[src/rtl/irq_deliver.sv]
module irq_deliver #(
  parameter int NPINS    = 24,
  parameter int TICK_PIN = 8
) (
  input  logic                 clk,
  input  logic                 rst_n,
  input  logic                 req_valid,
  input  logic [4:0]           req_pin,
  input  logic                 req_level,
  input  logic [NPINS*22-1:0]  cfg_table,
  input  logic                 cfg_wr,
  input  logic [4:0]           cfg_wr_pin,
  input  logic                 eoi_valid,
  input  logic [7:0]           eoi_vector,
  output logic                 msg_valid,
  output logic [4:0]           msg_pin,
  output logic [31:0]          msg_addr,
  output logic [31:0]          msg_data,
  output logic                 tick_valid,
  output logic                 tick_delivered,
  output logic [NPINS-1:0]     line_level,
  output logic [NPINS-1:0]     remote_irr,
  output logic                 tick_hold
);
  localparam int EW = 22;
  localparam logic [4:0] TICK = 5'(TICK_PIN);

  logic [7:0] vec_of  [NPINS];
  logic [2:0] dmd_of  [NPINS];
  logic       dsm_of  [NPINS];
  logic       trig_of [NPINS];
  logic       mask_of [NPINS];
  logic [7:0] dest_of [NPINS];

  for (genvar g = 0; g < NPINS; g++) begin : g_fld
    assign vec_of[g]  = cfg_table[g*EW +: 8];
    assign dmd_of[g]  = cfg_table[g*EW+8 +: 3];
    assign dsm_of[g]  = cfg_table[g*EW+11];
    assign trig_of[g] = cfg_table[g*EW+12];
    assign mask_of[g] = cfg_table[g*EW+13];
    assign dest_of[g] = cfg_table[g*EW+14 +: 8];
  end

  logic [NPINS-1:0] lvl_q, rirr_q, svc_q, lvl_n, rirr_n, svc_n;
  logic tick_q, tick_n;
  logic svc_hit;
  logic [4:0] svc_pin;

  always_comb begin
    svc_hit = 1'b0;
    svc_pin = '0;
    for (int i = NPINS-1; i >= 0; i--)
      if (svc_q[i]) begin
        svc_hit = 1'b1;
        svc_pin = 5'(i);
      end
  end

  wire req_ok   = {1'b0, req_pin} < 6'(NPINS);
  wire wr_ok    = {1'b0, cfg_wr_pin} < 6'(NPINS);
  wire req_up   = req_valid && req_level && req_ok;
  wire take_svc = !req_valid && svc_hit;
  wire [4:0] cand = req_up ? req_pin : svc_pin;
  wire cand_on  = req_up || (take_svc && lvl_q[svc_pin]);
  wire c_lvm    = trig_of[cand];
  wire c_ignore = !c_lvm && lvl_q[cand];
  wire c_go     = cand_on && !c_ignore && !mask_of[cand] &&
                  !(c_lvm && rirr_q[cand]) && !(cand == TICK && tick_q);

  always_comb begin
    lvl_n  = lvl_q;
    rirr_n = rirr_q;
    svc_n  = svc_q;
    tick_n = tick_q;
    if (take_svc) svc_n[svc_pin] = 1'b0;
    if (eoi_valid) begin
      if (vec_of[TICK_PIN] == eoi_vector) tick_n = 1'b0;
      for (int i = 0; i < NPINS; i++)
        if (trig_of[i] && vec_of[i] == eoi_vector) rirr_n[i] = 1'b0;
      svc_n = svc_n | lvl_q;
    end
    if (cfg_wr && wr_ok) begin
      if (!trig_of[cfg_wr_pin]) rirr_n[cfg_wr_pin] = 1'b0;
      else if (!mask_of[cfg_wr_pin] && lvl_q[cfg_wr_pin]) svc_n[cfg_wr_pin] = 1'b1;
    end
    if (req_valid && req_ok) begin
      if (!req_level) lvl_n[req_pin] = 1'b0;
      else if (!c_ignore) lvl_n[req_pin] = 1'b1;
    end
    if (c_go) begin
      if (c_lvm) rirr_n[cand] = 1'b1;
      else if (cand == TICK) tick_n = 1'b1;
    end
  end

  always_ff @(posedge clk) begin
    if (!rst_n) begin
      lvl_q <= '0; rirr_q <= '0; svc_q <= '0; tick_q <= 1'b0;
      msg_valid <= 1'b0; msg_pin <= '0; msg_addr <= '0; msg_data <= '0;
      tick_valid <= 1'b0; tick_delivered <= 1'b0;
    end else begin
      lvl_q <= lvl_n; rirr_q <= rirr_n; svc_q <= svc_n; tick_q <= tick_n;
      msg_valid <= c_go;
      msg_pin   <= cand;
      msg_addr  <= {12'hFEE, dest_of[cand], 9'b0, dsm_of[cand], 2'b0};
      msg_data  <= {16'b0, c_lvm, 4'b0, dmd_of[cand], vec_of[cand]};
      tick_valid     <= req_up && req_pin == TICK;
      tick_delivered <= req_up && req_pin == TICK && c_go;
    end
  end

  assign line_level = lvl_q;
  assign remote_irr = rirr_q;
  assign tick_hold  = tick_q;
endmodule

[config.mk]
export PLATFORM = sky130hd
export DESIGN_NAME = irq_deliver
export DESIGN_NICKNAME = d
export VERILOG_FILES = /design/src/rtl/irq_deliver.sv
export SDC_FILE = /design/constraint.sdc
export NUM_CORES = 1
export LEC_CHECK = 0
export BUFFER_PORTS_ARGS = -buffer_cell sky130_fd_sc_hd__buf_2
export CAP_MARGIN = 20
export CORE_MARGIN = 10
export CORE_UTILIZATION = 23
export DETAILED_ROUTE_END_ITERATION = 6
export SLEW_MARGIN = 0
export SYNTH_ARGS = -nofsm -noshare
export SYNTH_HDL_FRONTEND = slang
export SYNTH_SLANG_ARGS = --single-unit
[constraint.sdc]
create_clock -name clk -period 4.9 [get_ports clk]
set_input_delay 0.735 -clock clk [delete_from_list [all_inputs] [get_ports clk]]
set_output_delay 0.735 -clock clk [all_outputs]
set_load 0.01 [all_outputs]
==> metrics.md <==
| Metric | Value |
|---|---|
| Pre-CTS setup slack | between 0.2 and 0.3 ns |
| Final ANT Viol Nets | 0 |
| Setup TNS | 0 ns |
| DRT iter0 DRCs | 2107 |
| Syn avg cell area | 6.659 um^2 |
| Data arrival, critical path | 4.75 ns |
| # IOs | a little under 700 |
| Placed Cells | approximately 3300 |
| Synth warn | 0 |
| Net count, final | slightly above 3000 |
| Die H | approximately 260 um |
| Required time of the critical path | 5.20 ns |
| P&R area growth vs syn | 31.74% |
| Top post-synthesis cells by count | nand2_1 (585), nand3_1 (162), clkbuf_1 (124), xnor2_1 (116), dfxtp_1 (103) |
| Tmin final | about 4.5 ns |
| Final setup fails | 0 |
| CTS tree | yes |
| Period utilization | between 90% and 100% |
| Worst Path Max Fanout | 25 |
| Yosys cell types | 94 |
| First-pass GRT wire length | between 100000 and 150000 um |
| Final instance area | 0.01777 mm^2 |
| Initial antenna violation count | 80 |
| Top area cells in the synthesized netlist | nand2_1 (16%), dfxtp_1 (15%), xnor2_1 (7.5%) |
| Post-placement cell area | approximately 0.017 mm^2 |
| PortBufs | between 600 and 700 |
| Register area share after synthesis | 15.29% |
| Max Freq | about 220 MHz |
| DRC Markers | 0 |
| Max-slew violations | 0 |
| H-tree depth | 3 |
| Later-pin clock latency in the skew report | roughly 0.40 ns |
| Vias in the first global route | roughly 18000 |
| Avg WL per Cell | 31.69 um |
| Final setup margin | 0.4494 ns |
| VDD IR-drop max | between 0.15 and 0.2 mV |
| Hold WS | about 0.5 ns |
| Largest area contributor in the netlist | nand2_1 |
| Ys flop type | dfxtp_1 |
| Setup bufs post-CTS | 0 |
| Worst reg2reg path depth | 12 |
| Die area | a little under 0.07 mm^2 |
| DIE WIDTH | 262.1 um |
| Layout Cells excl Fill | around 3400 |
| Max cap viols | 0 |
| DPL Wire Length | 88090 um |
| Final wirelength | around 110000 um |
| Post-CTS sizing | 0 |
| Clock skew | roughly 0.02 ns |
| Synth top area share | 16.28% |
| Synthesized cell area | about 0.013 mm^2 |
| Mapped Cells | 2025 |
| Static Leakage | 7.764 nW |
| #FFs+latches synth | ~100 |
| Worst slew pin tran | around 1.1 ns |
| Power Density | approximately 180 mW/mm^2 |
| FF-to-FF Start | svc_q[6]$_SDFF_PN0_ |
| Starting density of the core | 23.28% |
| Most numerous cell in the Yosys netlist | nand2_1 |
| Outcome | finished, final reports clean |
| Vias | between 15000 and 20000 |
| Total GRT Usage | between 20% and 30% |
| Global placement routability congestion | 1.043 |
| Layout cells sized above 1 | roughly 31% |
| FFs w/ async S/R, synth | 0% |
| CTS buffer count | 9 |
| RSZ-0062 raised after global routing | no |
| Critical Path Start Type | primary input |
| Hold Crit Class | flip-flop to flip-flop |
| Number of flops mapped to enable cells by yosys | 0 |
| Crit. Startpoint | req_level |
| Final Hold Violating Endpoints | 0 |
| Worst setup EP type | flip-flop |
| FF-to-FF setup slack | approximately 0.50 ns |
| Total grt overflow | 0 |
| Post-CTS Hold Fix Bufs | 0 |
| Worst slew margin | between 20% and 30% |
| Number of cell rows | just under 90 |
| Core Footprint | slightly below 0.06 mm^2 |
| Clock root cell | clkbuf_16 |
| Clk pin slew, worst setup/hold paths | approximately 0.10 ns |
| Largest net degree at the start of global routing | ~140 |
| WS Path Type | primary input to flip-flop |
| Via density | between 5 and 6 |
| CTS sink cnt | roughly 100 |
| CTS Buffer Depth | 2 |
| Pre-antenna DRT Iters | 5 |
kinds of logic after synthesis:
family                    after synthesis  share of synthesized area, %
buffers and inverters                 241                         8.564
and+or+nand+nor                      1035                         35.00
DFF                                   103                         15.29
muxes                                  48                         5.576
xor gates and xnor gates              192                         12.47
AOI/OAI and AO/OA                     405                         23.08
other                                   1                       0.02781
metrics by stage:
step | utilization [%] | power [mW]
6_report | 30.68 | 3.169
5_1_grt | 30.62 | 3.295
4_1_cts | 30.52 | 3.161
3_5_place_dp | 30.01 | 2.354
3_3_place_gp | 30.01 | 2.356
2_1_floorplan | - | 1.657
critical path, cell delays in order:
cell and delay [ns]:
buf_2 0.29, inv_1 0.23, o21ai_0 0.21, o221ai_1 0.39, a21oi_4 0.78, buf_4 0.46, nand2_1 0.20, o22a_1 0.26
and4_1 0.25, a211oi_2 0.33, buf_4 0.33, o211ai_1 0.13, o31ai_1 0.10
worst min path at each step:
stage                                         from                       end  slack [ns]  cells past startpoint
after floorplan               svc_q[22]$_SDFF_PN0_      svc_q[22]$_SDFF_PN0_        0.46                      2
after CTS                 remote_irr[3]$_SDFF_PN0_  remote_irr[3]$_SDFF_PN0_        0.49                      2
after global routing      remote_irr[3]$_SDFF_PN0_  remote_irr[3]$_SDFF_PN0_        0.53                      2
after global placement    remote_irr[3]$_SDFF_PN0_  remote_irr[3]$_SDFF_PN0_        0.47                      2
final                     remote_irr[3]$_SDFF_PN0_  remote_irr[3]$_SDFF_PN0_        0.50                      2
after detailed placement  remote_irr[3]$_SDFF_PN0_  remote_irr[3]$_SDFF_PN0_        0.47                      2
cell type report:
class	instances	area [um^2]
fillers	6633	40150
clock inverters	6	65.06
diodes	37	92.59
multi-input cells	1713	10460
flip-flops and latches	103	2062
inverters	21	78.83
well taps	765	957.2
clock buffers	10	229.0
repair buffers	712	3821
layout by cell type (no fill, tap or decap), types with 7 or more instances in the layout:
| cell type | count |
|---|---|
| nand2_1 | 585 |
| a211oi_1 | 13 |
| a32oi_1 | 46 |
| nor4_1 | 27 |
| nor3_1 | 19 |
| a31oi_1 | 89 |
| nand4_1 | 56 |
| or4_1 | 8 |
| conb_1 | 33 |
| diode_2 | 37 |
| mux2i_1 | 20 |
| nand2b_1 | 9 |
| buf_2 | 639 |
| and3_1 | 65 |
| o31ai_1 | 28 |
| nor2b_1 | 9 |
| clkbuf_16 | 9 |
| buf_4 | 67 |
| mux4_2 | 21 |
| and2_1 | 10 |
| nand3_1 | 162 |
| o2111ai_1 | 12 |
| o211ai_1 | 21 |
| xor2_1 | 76 |
| nor2_1 | 55 |
| a21oi_1 | 43 |
| o21ai_0 | 22 |
| a22oi_1 | 19 |
| a311oi_1 | 21 |
| inv_1 | 19 |
| xnor2_1 | 116 |
| dfxtp_1 | 103 |
| o21ai_1 | 7 |
| o41ai_2 | 10 |
where the power goes:
| group | switching, mW | internal [mW] | leakage [nW] | total, mW |
|---|---|---|---|---|
| registers | 0.0199 | 0.865 | 0.836 | 0.885 |
| clock network | 0.439 | 0.362 | 0.138 | 0.800 |
| logic | 0.948 | 0.536 | 6.79 | 1.48 |
layer usage:
metal / track usage (%) / part of all wire [%]
met1: 32.69 / 35
met2: 51.36 / 49
met3: 8.671 / 11
met4: 13.25 / 5.0
met5: 0 / 0.34
No activity file was read; power rests on OpenSTA's default activity.
